$ cat src/rtl/qlm_pkg.sv
// Shared types for the quad line monitor.
// Assumes: a single clock domain; callers synchronise asynchronous inputs.
package qlm_pkg;

    // Function of the shared pad group.
    typedef enum logic {
        PADS_STATUS = 1'b0,
        PADS_BUS    = 1'b1
    } pad_mode_e;

    // Width needed to hold a count from 0 to limit.
    function automatic int cnt_width(input int limit);
        return (limit < 2) ? 1 : $clog2(limit + 1);
    endfunction

endpackage

$ cat src/rtl/qlm_sync.sv
// Two-flop synchroniser for a vector of asynchronous levels.
// Assumes: each bit is an independent quasi-static level; no bus coherency.
module qlm_sync #(
    parameter int          W       = 1,
    parameter logic [W-1:0] RST_VAL = '0
) (
    input  logic         clk,
    input  logic         rst_n,
    input  logic [W-1:0] d_i,
    output logic [W-1:0] q_o
);

    logic [W-1:0] stage1;
    logic [W-1:0] stage2;

    // Two register stages to settle metastability.
    always_ff @(posedge clk) begin
        if (!rst_n) begin
            stage1 <= RST_VAL;
            stage2 <= RST_VAL;
        end else begin
            stage1 <= d_i;
            stage2 <= stage1;
        end
    end

    assign q_o = stage2;

endmodule

$ cat src/rtl/qlm_persist.sv
// Persistence filter for one channel. It counts time-base ticks while the
// synchronised fault flag stays high and declares an overload once
// PERSIST_TICKS ticks have been seen. The count clears as soon as the flag
// drops.
// Assumes: flag_i is already synchronised; tick_i is one cycle wide.
module qlm_persist #(
    parameter int PERSIST_TICKS = 20
) (
    input  logic clk,
    input  logic rst_n,
    input  logic tick_i,
    input  logic flag_i,
    output logic ovl_o
);
    import qlm_pkg::*;

    localparam int CW = cnt_width(PERSIST_TICKS);
    localparam logic [CW-1:0] LIMIT = CW'(PERSIST_TICKS);

    logic [CW-1:0] cnt;

    // Saturating tick counter, cleared while the flag is low.
    always_ff @(posedge clk) begin
        if (!rst_n) begin
            cnt <= '0;
        end else if (!flag_i) begin
            cnt <= '0;
        end else if (tick_i && (cnt != LIMIT)) begin
            cnt <= cnt + 1'b1;
        end
    end

    assign ovl_o = (cnt == LIMIT);

    // the count never passes the window length.
    p_cnt_bound_r1: assert property (@(posedge clk) disable iff (!rst_n)
        cnt <= LIMIT);

    // the overload bit rises only on a tick taken while the flag was high.
    p_rise_on_tick_r1: assert property (@(posedge clk) disable iff (!rst_n)
        $rose(ovl_o) |-> $past(tick_i && flag_i));

    // a low flag clears the overload bit at the next edge.
    p_drop_clears_r2: assert property (@(posedge clk) disable iff (!rst_n)
        !flag_i |=> !ovl_o);

endmodule

$ cat src/rtl/qlm_irq.sv
// Interrupt qualification and output register. A channel requests an
// interrupt while its overload bit is set, its line is enabled and it is
// not thermally shut down. The output is active low and forced high by
// reset or a cleared enable.
// Assumes: all inputs are synchronous to clk.
module qlm_irq #(
    parameter int N_CH = 4
) (
    input  logic            clk,
    input  logic            rst_n,
    input  logic [N_CH-1:0] ovl_i,
    input  logic [N_CH-1:0] line_en_i,
    input  logic [N_CH-1:0] therm_shut_i,
    input  logic            irq_en_i,
    output logic            irq_n_o
);

    logic [N_CH-1:0] cause;

    // Per-channel request after line and thermal qualification.
    always_comb begin
        for (int i = 0; i < N_CH; i++) begin
            cause[i] = ovl_i[i] && line_en_i[i] && !therm_shut_i[i];
        end
    end

    // Registered active-low interrupt.
    always_ff @(posedge clk) begin
        if (!rst_n) begin
            irq_n_o <= 1'b1;
        end else begin
            irq_n_o <= !(irq_en_i && (|cause));
        end
    end

    // disabled interrupts keep the output high.
    p_irq_masked_r5: assert property (@(posedge clk) disable iff (!rst_n)
        !irq_en_i |=> irq_n_o);

    // a thermally shut or disabled line never holds the interrupt alone.
    p_irq_release_r4: assert property (@(posedge clk) disable iff (!rst_n)
        ((ovl_i & line_en_i & ~therm_shut_i) == '0) |=> irq_n_o);

    // an enabled, qualified overload asserts the interrupt.
    p_irq_assert_r3: assert property (@(posedge clk) disable iff (!rst_n)
        (irq_en_i && ((ovl_i & line_en_i & ~therm_shut_i) != '0)) |=> !irq_n_o);

endmodule

$ cat src/rtl/qlm_pads.sv
// Pad control for the shared status/data pins. In status mode each pad is
// open drain: it drives 0 or is released. In bus mode the pads carry the
// overload bits on a read and float otherwise.
// Assumes: pad cells drive pad_do_o when pad_oe_o is 1 and are high
// impedance otherwise.
module qlm_pads #(
    parameter int N_CH = 4
) (
    input  logic            clk,
    input  logic            rst_n,
    input  qlm_pkg::pad_mode_e mode_i,
    input  logic [N_CH-1:0] ovl_i,
    input  logic            therm_alarm_i,
    input  logic [N_CH-1:0] pwr_up_i,
    input  logic [N_CH-1:0] ch_en_i,
    input  logic            cs_n_i,
    input  logic            rd_n_i,
    input  logic            wr_n_i,
    output logic [N_CH-1:0] pad_do_o,
    output logic [N_CH-1:0] pad_oe_o
);
    import qlm_pkg::*;

    logic            bus_read;
    logic [N_CH-1:0] release_vec;

    // Read cycle: selected, read strobe low, no write in progress.
    assign bus_read = !cs_n_i && !rd_n_i && wr_n_i;

    // Per-channel release request for status mode.
    always_comb begin
        for (int i = 0; i < N_CH; i++) begin
            release_vec[i] = ovl_i[i] || therm_alarm_i || pwr_up_i[i];
        end
    end

    // Pad data and enable selection by mode.
    always_comb begin
        if (mode_i == PADS_BUS) begin
            pad_do_o = ovl_i;
            pad_oe_o = bus_read ? '1 : '0;
        end else begin
            pad_do_o = '0;
            pad_oe_o = ~ch_en_i | ~release_vec;
        end
    end

    // an unselected bus never drives the pads.
    p_bus_hiz_r8: assert property (@(posedge clk) disable iff (!rst_n)
        (mode_i == PADS_BUS && cs_n_i) |-> (pad_oe_o == '0));

    // status mode only ever drives a low level.
    p_status_low_r7: assert property (@(posedge clk) disable iff (!rst_n)
        (mode_i == PADS_STATUS) |-> (pad_do_o == '0));

    // whenever all pads drive in bus mode, they carry the overload bits.
    p_read_data_r9: assert property (@(posedge clk) disable iff (!rst_n)
        (mode_i == PADS_BUS && pad_oe_o == '1) |-> (pad_do_o == ovl_i));

endmodule

$ cat src/rtl/quad_line_monitor.sv
// Four-channel line fault status and interrupt unit. It synchronises the
// raw fault levels, filters each over-current flag over a tick-counted
// window, and drives the shared pads and the active-low interrupt.
// Assumes: tick_i is synchronous and one cycle wide; enables and bus
// strobes are synchronous to clk.
module quad_line_monitor #(
    parameter int N_CH          = 4,
    parameter int PERSIST_TICKS = 20
) (
    input  logic            clk,
    input  logic            rst_n,
    input  logic            tick_i,
    input  logic [N_CH-1:0] ovc_raw_i,
    input  logic            therm_alarm_i,
    input  logic [N_CH-1:0] pwr_up_i,
    input  logic [N_CH-1:0] ch_en_i,
    input  logic [N_CH-1:0] line_en_i,
    input  logic [N_CH-1:0] therm_shut_i,
    input  logic            irq_en_i,
    input  logic            bus_mode_i,
    input  logic            cs_n_i,
    input  logic            rd_n_i,
    input  logic            wr_n_i,
    output logic [N_CH-1:0] pad_do_o,
    output logic [N_CH-1:0] pad_oe_o,
    output logic            irq_n_o
);
    import qlm_pkg::*;

    localparam int SYNC_W = 2 * N_CH + 1;

    logic [SYNC_W-1:0] raw_bundle;
    logic [SYNC_W-1:0] sync_bundle;
    logic [N_CH-1:0]   ovc_s;
    logic [N_CH-1:0]   pwr_up_s;
    logic              therm_s;
    logic [N_CH-1:0]   ovl;
    pad_mode_e         mode;

    // Pack the asynchronous fault levels for one synchroniser.
    assign raw_bundle = {therm_alarm_i, pwr_up_i, ovc_raw_i};

    qlm_sync #(
        .W       (SYNC_W),
        .RST_VAL ('0)
    ) sync_i (
        .clk   (clk),
        .rst_n (rst_n),
        .d_i   (raw_bundle),
        .q_o   (sync_bundle)
    );

    // Unpack the synchronised levels.
    assign ovc_s    = sync_bundle[N_CH-1:0];
    assign pwr_up_s = sync_bundle[2*N_CH-1:N_CH];
    assign therm_s  = sync_bundle[2*N_CH];

    // One persistence filter per channel.
    for (genvar g = 0; g < N_CH; g++) begin : g_ch
        qlm_persist #(
            .PERSIST_TICKS (PERSIST_TICKS)
        ) persist_i (
            .clk    (clk),
            .rst_n  (rst_n),
            .tick_i (tick_i),
            .flag_i (ovc_s[g]),
            .ovl_o  (ovl[g])
        );
    end

    assign mode = bus_mode_i ? PADS_BUS : PADS_STATUS;

    qlm_pads #(
        .N_CH (N_CH)
    ) pads_i (
        .clk           (clk),
        .rst_n         (rst_n),
        .mode_i        (mode),
        .ovl_i         (ovl),
        .therm_alarm_i (therm_s),
        .pwr_up_i      (pwr_up_s),
        .ch_en_i       (ch_en_i),
        .cs_n_i        (cs_n_i),
        .rd_n_i        (rd_n_i),
        .wr_n_i        (wr_n_i),
        .pad_do_o      (pad_do_o),
        .pad_oe_o      (pad_oe_o)
    );

    qlm_irq #(
        .N_CH (N_CH)
    ) irq_i (
        .clk          (clk),
        .rst_n        (rst_n),
        .ovl_i        (ovl),
        .line_en_i    (line_en_i),
        .therm_shut_i (therm_shut_i),
        .irq_en_i     (irq_en_i),
        .irq_n_o      (irq_n_o)
    );

endmodule

$ cat config.mk
export PLATFORM = sky130hd
export DESIGN_NAME = quad_line_monitor
export DESIGN_NICKNAME = d
export VERILOG_FILES = /design/src/rtl/qlm_pkg.sv /design/src/rtl/qlm_sync.sv /design/src/rtl/qlm_persist.sv /design/src/rtl/qlm_irq.sv /design/src/rtl/qlm_pads.sv /design/src/rtl/quad_line_monitor.sv
export SDC_FILE = /design/constraint.sdc
export NUM_CORES = 1
export LEC_CHECK = 0
export ABC_AREA = 1
export ABC_CLOCK_PERIOD_IN_PS = 1700
export BUFFER_PORTS_ARGS = -buffer_cell sky130_fd_sc_hd__buf_2
export CORE_AREA = 2 2 77 79
export DETAILED_ROUTE_END_ITERATION = 8
export DIE_AREA = 0 0 79 81
export PLACE_DENSITY_LB_ADDON = 0.08
export SYNTH_ARGS = -nofsm -noshare
export SYNTH_HDL_FRONTEND = slang
export SYNTH_HIERARCHICAL = 1
export SYNTH_SLANG_ARGS = --single-unit
$ cat constraint.sdc
create_clock -name clk -period 1.7 [get_ports clk]
set_input_delay 0.085 -clock clk [delete_from_list [all_inputs] [get_ports clk]]
set_output_delay 0.085 -clock clk [all_outputs]
set_load 0.01 [all_outputs]
==> impl_metrics.tcl, run 1 <==
set metrics [dict create \
    grt_pass1_vias 1523 \
    slowest_delay_ns 0.37 \
    path_clk_slew_ns 0.07 \
    row_count 28 \
    layout.cells.non_filler 417 \
    swShare_pct 23.3 \
    ioPinCount 38 \
    fin_crit_sh_pct 91.0 \
    coreArea_mm2 0.00568 \
    post_drt_wl_per_cell_um 8.88 \
    n_antenna_cell 0 \
    worst-path-stages 10 \
    peakVddDrop_mv 0.512 \
    track_usage_pct 12.6 \
    seq_area_frac_synth_pct 41.3 \
    maxSlewHeadroom_pct 69.8 \
    gp_congestion 0.695 \
    io_buffers 37 \
    power.net_switching_uw 391 \
    dieArea_mm2 0.00640 \
    path_max_fanout 5 \
    cts_buffers 5 \
    syn-cell-area_mm2 0.00189 \
    via_per_inst 4.02 \
    cts_root_buffer "clkbuf_8" \
    fp.dieW_um 79 \
    drv_slew 0 \
    combPwrFrac_pct 8.4 \
    timing.rr.start "g_ch[3].persist_i/cnt[0]" \
    required_ns 1.62 \
    postLayoutSetupSlackWorst_ns 0.153 \
    syn_area_per_cell_um2 6.52 \
    grt_max_degree 25 \
    clk_path_buf_depth 2 \
    crit_arrival_ns 1.46 \
    worstReg2RegEnd "irq_i/irq_n_o" \
    wl_um 3700 \
    seq_area_um2 796 \
    layout.nets 378 \
    worst-path-buf-inv 2 \
    dr.first_iter.drc_count 35 \
    h-tree-depth 2 \
    syn-num-nets 327 \
    period_needed_ns 1.55 \
    antenna_found_initial 0 \
    power_frac_clock_pct 35.5 \
    clock.fmax_ghz 0.646 \
    overflow 0 \
    finalHoldViolCount 0 \
    crit_family "simple AND/OR/NAND/NOR gates" \
    worst_slew_pin_slew_ns 0.453 \
    drive_gt1_share_pct 23.1 \
    start_kind "flip-flop" \
    end_kind "output pin" \
    fillers 639 \
    clk_latency_ns 0.28 \
    r2r_setup_slack_ns 0.50 \
    dieHeight_um 81 \
    syn-instance-count 290 \
    drcViolationCount 0 \
    cp_slowest_cell "dfxtp_2" \
    p_per_area_mw_per_mm2 710 \
    maxCapViolCount 0 \
    dp_hpwl_um 2700 \
    areaGrowthSynthToFinish_pct 25.2 \
    placed_cells 400 \
    hp-class "in -> reg" \
    critPathLaunch "g_ch[3].persist_i/cnt[0]" \
    reg2reg_depth 9 \
    synth_seq_cells 39 \
    setup_viol 0 \
    start_util_pct 33.3 \
    dr.pass1.iters 4 \
    setup_tns_ns 0 \
    clock_sinks 39 \
    cts_tree "built" \
    min_path_cells 4 \
    ys_warn_count 6 \
    ys_types 14 \
    sequentialPowerShare_pct 56.0 \
    finalClockSkew_ns 0.00803 \
    rsz0062_at_grt "no" \
    grt_pass1_wl_um 6350 \
    ant_nets 0 \
    cts_setup_buffers 0 \
    p_int_uw 1290 \
    p_leak_uw 0.00129 \
    via_count 1676 \
    cp-endpoint "pad_oe_o[3]" \
    path_cells "inv_1 -> ha_1 -> nand2_1 -> nor2_4 -> nor2_2 -> nand2_1 -> nand2_1 -> nand2_1 -> nand2_1 -> buf_2" \
    crit_type "reg -> out" \
    multi_input_area_um2 896 \
    cp_common_cell "nand2_1" \
    outcome "complete, no violations" \
    dpl_worst_slack_ns 0.282 \
]
cells by family (layout without fill, tap and decap cells):
logic type	Yosys count	after routing	share of synthesized area, %
simple gates	169	169	36.7
buf+inv	62	114	13.6
flops	39	39	41.3
compound gates	12	12	3.18
fa+ha+maj	8	8	5.29
per-stage QoR:
stage	power [uW]	hold slack [ns]	utilization [%]	instance area, um2
after floorplan	1040	0.178	-	1890
after global placement	1090	0.267	37.7	2140
after detailed placement	1090	0.269	37.7	2140
after CTS	1710	0.0420	40.8	2320
after global routing	1780	0.0929	41.7	2370
final	1680	0.0526	41.7	2370
flip-flops by register name, summed over array words and instances (netlist names):
name and cells:
g_ch.persist_i/cnt 20, sync_i/q_o 9, sync_i/stage1 9, irq_i/irq_n_o 1
worst min-delay path by stage:
stage	to	slack, ns	startpoint
floorplan	sync_i/stage1[7]	0.18	pwr_up_i[3]
global placement	sync_i/stage1[4]	0.27	pwr_up_i[0]
detailed placement	sync_i/stage1[6]	0.27	pwr_up_i[2]
CTS	irq_i/irq_n_o	0.04	irq_en_i
global route	irq_i/irq_n_o	0.09	irq_en_i
finish	irq_i/irq_n_o	0.05	irq_en_i
area by class of cell:
cell class                      instances  area share [%]
Multi-Input combinational cell        189            37.8
Inverter                               60            9.51
Sequential cell                        39            33.6
Clock inverter                          1           0.211
Timing Repair Buffer                   46            11.6
Clock buffer                            7            3.22
Tap cell                               75            3.96
power by group through the flow:
stage | sequential [uW] | clock, uW | combinational (uW)
3_3_place_gp | 965 | 0 | 125
2_1_floorplan | 964 | 0 | 71.8
4_1_cts | 944 | 625 | 142
3_5_place_dp | 966 | 0 | 125
6_report | 943 | 598 | 142
5_1_grt | 945 | 671 | 165
Yosys cell counts, drive strengths merged:
| cell | number | share of area [%] |
|---|---|---|
| buf | 2 | 1.7 |
| dfxtp | 39 | 41 |
| ha | 8 | 5.3 |
| nand2 | 101 | 21 |
| nand4 | 4 | 1.3 |
| nand3 | 9 | 2.6 |
| inv | 60 | 12 |
| nor2 | 55 | 11 |
| a21oi | 12 | 3.2 |
tightest hold or removal path: cells and delay by family:
kind | cells | cell delay (ns)
buffers and inverters | 2 | 0.13
AND/OR/NAND/NOR | 2 | 0.08
routing by layer:
layer	vias to the layer above	share of wire [%]	routed length (um)	GRT usage, %
li1	947	-	-	-
met1	705	48	1790	14.4
met2	20	48	1760	22.9
met3	4	3.0	112	3.78
met4	0	1.1	41	3.62
met5	-	0	0	0
what timing repair did:
item | CTS | global route
endpoints found under the hold margin | 9 | 0
gates resized for setup | 3 | 20
hold buffers | 9 | 0
setup endpoints to repair | 3 | 5
cells in the final DEF, fill, tap and decap left out, drive strengths merged:
cell type / instances
clkbuf: 7
nor2: 55
buf: 37
a21oi: 12
clkinv: 1
dlygate4sd3: 9
inv: 60
nand2: 101
ha: 8
nand4: 4
dfxtp: 39
nand3: 9
Power figures use the tool's default switching activity.
==> inputs of run 2 (changes only) <==
Settings changed: ABC_AREA 1 to default, CORE_AREA 2 2 77 79 to 2 2 72 74, CTS_BUF_LIST from default to sky130_fd_sc_hd__clkbuf_4, DIE_AREA 0 0 79 81 to 0 0 74 76.
==> run 2 against run 1 <==
  * The flow now finishes with violations (setup timing)
  * Sequential cell count did not move
  * Clock skew decreased by 0.0016 ns
  * Total power shrank 8.1%
  * Non-clock buffer count up 17
  * Die area down 12%
  * Wire length increased by 0.51%
  * Combinational power shrank 12%
  * Clock power down 20%
  * First-iteration DRC count up 69%
  * Maximum frequency decreased by 9.5%
  * Sequential power about the same
  * Highest routed layer unchanged
==> impl_metrics.tcl, run 2 <==
set metrics [dict create \
    power.net_switching_uw 348 \
    synth_seq_cells 39 \
    worst_slew_pin_slew_ns 0.430 \
    maxCapViolCount 0 \
    finalClockSkew_ns 0.00645 \
    netlist.area_leader.share_pct 47.3 \
    clk_path_buf_depth 2 \
    p_int_uw 1200 \
    crit_type "reg -> out" \
    grt_max_degree 25 \
    clock_sinks 39 \
    syn_area_per_cell_um2 9.49 \
    yosysTopAreaCell "dfxtp_1" \
    maxSlewHeadroom_pct 71.3 \
    outcome "complete, but fails checks" \
    track_usage_pct 14.1 \
    ioPinCount 38 \
    synth_common_cells "dfxtp_1 (39), and2_2 (14), a21oi_1 (12), inv_1 (12)" \
    drive_gt1_share_pct 41.3 \
    setup_viol 1 \
    combPwrFrac_pct 8.1 \
    p_per_area_mw_per_mm2 702 \
    coreArea_mm2 0.00491 \
    finalHoldViolCount 0 \
    critPathLaunch "g_ch[0].persist_i/cnt[1]" \
    ant_nets 0 \
    drv_slew 0 \
    required_ns 1.62 \
    hp-class "in -> reg" \
    cts_root_buffer "clkbuf_4" \
    layout_common_cells "buf_2 (37), dfxtp_1 (31), buf_4 (14), and2_2 (14), a21oi_1 (12)" \
    reg2reg_depth 7 \
    dieHeight_um 76 \
    sequentialPowerShare_pct 60.9 \
    seq_area_frac_synth_pct 47.3 \
    post_drt_wl_per_cell_um 12.0 \
    fin_crit_sh_pct 101 \
    start_kind "flip-flop" \
    areaGrowthSynthToFinish_pct 33.4 \
    io_buffers 37 \
    largest_reg_flops 20 \
    power_frac_clock_pct 31.1 \
    synth-async-reset-ratio_pct 0 \
    hold_ws_ns 0.0463 \
    fillers 485 \
    p_leak_uw 0.000933 \
    cp-endpoint "pad_oe_o[0]" \
    syn-cell-area_mm2 0.00165 \
    largest_register "g_ch.persist_i/cnt" \
    wl_met3_um 182 \
    via_count 1425 \
    via_per_inst 4.60 \
    path_max_fanout 2 \
    violations "setup timing" \
    cts_buffers 5 \
    layout.nets 276 \
    syn-instance-count 174 \
    period_needed_ns 1.71 \
    h-tree-depth 2 \
    clock.fmax_ghz 0.585 \
    timing.rr.start "g_ch[3].persist_i/cnt[0]" \
    dp_hpwl_um 2450 \
    peakVddDrop_mv 0.339 \
    clk_latency_ns 0.34 \
    grt_pass1_vias 1444 \
    r2r_setup_slack_ns 0.15 \
    wl_met1_um 1840 \
    wl_met2_um 1640 \
    antenna_found_initial 0 \
    gp_congestion 0.717 \
    final_common_cell "buf_2" \
    syn-num-nets 211 \
    swShare_pct 22.5 \
    overflow 0 \
    cts_tree "built" \
    grt_pass1_wl_um 6180 \
    worstReg2RegEnd "g_ch[3].persist_i/cnt[0]" \
    rsz0062_at_grt "yes" \
    ys_warn_count 6 \
    yosysMostFrequentCell "dfxtp_1" \
    p_total_uw 1550 \
    dr.pass1.iters 4 \
    postLayoutSetupSlackWorst_ns -0.0103 \
    ys_types 23 \
    wl_um 3720 \
    dr.first_iter.drc_count 59 \
    start_util_pct 33.6 \
    path_clk_slew_ns 0.11 \
    top_layer "met4" \
    end_kind "output pin" \
    dieArea_mm2 0.00562 \
    fp.dieW_um 74 \
    row_count 26 \
    drcViolationCount 0 \
    synth_edf_count 0 \
    synth_ff_type "dfxtp_1" \
    yosys-top-cells-area "dfxtp_1 (47%), and2_2 (6.4%), ha_1 (6.1%), xor2_1 (4.2%), a21oi_1 (3.6%)" \
    n_antenna_cell 0 \
    crit_arrival_ns 1.63 \
]
[run 2: logic make-up after synthesis]
kind of cell	after synthesis	synth area share [%]
xor+xnor	8	4.24
simple gates	71	26.1
buf+inv	17	4.62
compound gates	31	11.7
fa+ha+maj	8	6.06
flops	39	47.3
[run 2: layout make-up]
cell class / count / area (um2) / area share, %
inverters: 12 / 45.0 / 2.04
clock buffers: 7 / 52.6 / 2.39
flip-flops and latches: 39 / 791 / 35.9
multi-input cells: 118 / 810 / 36.7
repair buffers: 63 / 413 / 18.7
well taps: 70 / 87.6 / 3.98
clock inverters: 1 / 5.00 / 0.227
[run 2: power by group through the flow]
stage	logic (uW)	clock network (uW)	registers, uW
CTS	126	512	941
floorplan	45.6	0	961
global placement	101	0	962
detailed placement	104	0	963
finish	125	480	941
global route	140	551	944
[run 2: how the worst min path moves through the flow]
stage | cells past startpoint | to | slack (ns) | startpoint
floorplan | 1 | irq_i/irq_n_o | 0.15 | rst_n
global placement | 2 | irq_i/irq_n_o | 0.28 | irq_en_i
detailed placement | 2 | irq_i/irq_n_o | 0.29 | irq_en_i
CTS | 3 | irq_i/irq_n_o | 0.03 | therm_shut_i[0]
global route | 3 | irq_i/irq_n_o | 0.05 | therm_shut_i[0]
finish | 3 | irq_i/irq_n_o | 0.05 | therm_shut_i[0]
[run 2: repair_timing]
item | 4_1_cts | 5_1_grt
endpoints found under the hold margin | 10 | 0
pin swaps | 7 | 3
setup endpoints to repair | 5 | 7
setup buffers | 14 | 1
gates resized for setup | 19 | 4
hold buffers | 10 | 0
[run 2: layer usage]
layer | up-vias | global-route usage (%)
li1 | 729 | -
met1 | 650 | 17.7
met2 | 41 | 22.7
met3 | 5 | 3.70
met4 | 0 | 5.82
met5 | - | 0
[run 2: stage by stage]
step / util [%] / setup WS [ns] / cells / cell area, um2 / TNS, ns
5_1_grt: 44.9 / -0.111 / 310 / 2200 / -0.386
4_1_cts: 44.5 / -0.0298 / 309 / 2190 / -0.0679
2_1_floorplan: - / 0.275 / 174 / 1650 / 0
3_5_place_dp: 38.7 / 0.150 / 277 / 1900 / 0
3_3_place_gp: 38.7 / 0.176 / 277 / 1900 / 0
6_report: 44.9 / -0.0103 / 310 / 2200 / -0.0103
[run 2: critical path: stages (launching register included)]
cell and delay, ns:
dfxtp_2 0.35, inv_1 0.04, ha_2 0.15, and4b_2 0.24, o31a_1 0.24, o21ai_1 0.12, buf_2 0.14
==> inputs of run 3 (changes only) <==
Settings changed: BUFFER_PORTS_ARGS -buffer_cell sky130_fd_sc_hd__buf_2 to -buffer_cell sky130_fd_sc_hd__buf_4, RECOVER_POWER from default to 25.
==> run 3 against run 2 <==
  * The flow still finishes with violations (setup timing)
  * Utilization is 2.5 points higher
  * Worst hold slack worse by 0.028 ns
  * Clock power is 3% higher
  * Wire length is 3.0% higher
  * Register-to-register slack hardly changed
  * Final cell count is 0.65% higher
  * Via count is 0.63% higher
  * Worst setup slack better by 0.00091 ns
  * Die area stayed put
  * Combinational power is 19% higher
  * Largest power group unchanged
==> impl_metrics.tcl, run 3 (same netlist as run 2, synthesis figures left out) <==
set metrics [dict create \
    n_antenna_cell 0 \
    setup_viol 4 \
    clock.fmax_ghz 0.585 \
    postLayoutSetupSlackWorst_ns -0.00943 \
    cp_slowest_cell "dfxtp_2" \
    critPathLaunch "g_ch[1].persist_i/cnt[0]" \
    multi_input_area_um2 823 \
    maxSlewHeadroom_pct 83.6 \
    wl_um 3830 \
    final_common_cell "buf_4" \
    combPwrFrac_pct 9.4 \
    p_per_area_mw_per_mm2 681 \
    clk_path_buf_depth 2 \
    maxCapViolCount 0 \
    timing.rr.start "g_ch[2].persist_i/cnt[0]" \
    power.net_switching_uw 380 \
    finalClockSkew_ns 0.00392 \
    ant_nets 0 \
    via_per_inst 4.60 \
    power_frac_clock_pct 31.1 \
    rsz0062_at_grt "yes" \
    grt_pass1_vias 1489 \
    period_needed_ns 1.71 \
    slowest_delay_ns 0.35 \
    via_count 1434 \
    peakVddDrop_mv 0.382 \
    drv_slew 0 \
    cts_root_buffer "clkbuf_4" \
    clk_latency_ns 0.35 \
    start_util_pct 33.6 \
    layout_common_cells "buf_4 (52), dfxtp_1 (31), and2_2 (14), a21oi_1 (12), dlygate4sd3_1 (10)" \
    dpl_worst_slack_ns 0.126 \
    p_int_uw 1200 \
    p_total_uw 1580 \
    fin_crit_sh_pct 101 \
    worst-path-buf-inv 2 \
    clock_sinks 39 \
    h-tree-depth 2 \
    swShare_pct 24.0 \
    layout.nets 278 \
    p_leak_uw 0.000973 \
    largest_register "g_ch.persist_i/cnt" \
    areaGrowthSynthToFinish_pct 40.8 \
    ioPinCount 38 \
    dr.first_iter.drc_count 27 \
    grt_pass1_wl_um 6310 \
    path_cells "inv_2 -> ha_2 -> and4b_2 -> o31a_1 -> o21ai_1 -> buf_4" \
    start_kind "flip-flop" \
    drive_gt1_share_pct 43.0 \
    crit_family "compound AO/OA/AOI/OAI gates" \
    crit_type "reg -> out" \
    dp_hpwl_um 2570 \
    track_usage_pct 14.4 \
    dpl_cell_area_mm2 0.00199 \
    hold_start "therm_shut_i[0]" \
    drcViolationCount 0 \
    violations "setup timing" \
    io_buffers 37 \
    path_max_fanout 2 \
    outcome "complete, but fails checks" \
    cts_buffers 5 \
    fin_area_mm2 0.00232 \
    required_ns 1.62 \
    seq_area_um2 791 \
    fillers 490 \
    hp-class "in -> reg" \
    dieHeight_um 76 \
    worst_slew_pin_slew_ns 0.246 \
    largest_reg_flops 20 \
    post_drt_wl_per_cell_um 12.3 \
    cts_tree "built" \
    antenna_found_initial 0 \
    fp.dieW_um 74 \
    coreArea_mm2 0.00491 \
    gp_congestion 0.750 \
    crit_arrival_ns 1.62 \
    sequentialPowerShare_pct 59.5 \
    overflow 0 \
    row_count 26 \
    grt_max_degree 25 \
    dieArea_mm2 0.00562 \
    dr.pass1.iters 4 \
    end_kind "output pin" \
    path_clk_slew_ns 0.11 \
    finalHoldViolCount 0 \
]
-- run 3: power groups by stage --
stage | clock (uW) | combinational (uW) | sequential [uW]
after floorplan | 0 | 45.6 | 961
after global placement | 0 | 123 | 962
after detailed placement | 0 | 126 | 963
after CTS | 522 | 150 | 942
after global routing | 561 | 164 | 945
final | 493 | 149 | 942
-- run 3: metrics by stage --
stage / setup TNS [ns] / hold WS [ns] / util [%] / cells
after detailed placement: 0 / 0.290 / 40.4 / 276
after global placement: 0 / 0.286 / 40.4 / 276
after CTS: -0.134 / 0.00230 / 46.2 / 306
after floorplan: 0 / 0.150 / - / 174
final: -0.0268 / 0.0179 / 47.3 / 312
after global routing: -0.423 / 0.0225 / 47.3 / 312
-- run 3: final timing paths --
kind / cells past startpoint / slack (ns) / end
hold reg to reg: 1 / 0.46 / sync_i/q_o[6]
hold / removal: 3 / 0.02 / irq_i/irq_n_o
setup / recovery: 6 / -0.009 / pad_oe_o[1]
setup reg to reg: 7 / 0.15 / g_ch[2].persist_i/cnt[0]
-- run 3: layer usage --
layer,GRT usage [%],share of wire [%],up-vias
met2,23.1,46,42
met1,18.1,47,654
li1,-,-,731
met4,5.27,1.7,0
met3,4.23,5.4,7
met5,0,0,-
-- run 3: area by class of cell --
| cell class | instances | share of cell area (%) |
|---|---|---|
| Clock buffer | 6 | 1.94 |
| Clock inverter | 2 | 0.538 |
| Inverter | 12 | 1.94 |
| Multi-Input combinational cell | 118 | 35.4 |
| Sequential cell | 39 | 34.0 |
| Tap cell | 70 | 3.77 |
| Timing Repair Buffer | 65 | 22.4 |
-- run 3: worst register-to-register path: cells and delay by family (launching register included) --
| family | cells | cell delay, ns |
|---|---|---|
| simple gates | 2 | 0.54 |
| fa+ha+maj | 1 | 0.16 |
| compound gates | 1 | 0.14 |
| flops | 1 | 0.35 |
| buf+inv | 3 | 0.29 |
-- run 3: repair_timing --
action                     in CTS  in global routing
setup endpoints to repair       8                  8
resized for setup              23                  4
pin swaps                      10                  4
hold endpoints to repair       10                  0
buffers inserted               12                  6
hold buffers                   10                  0
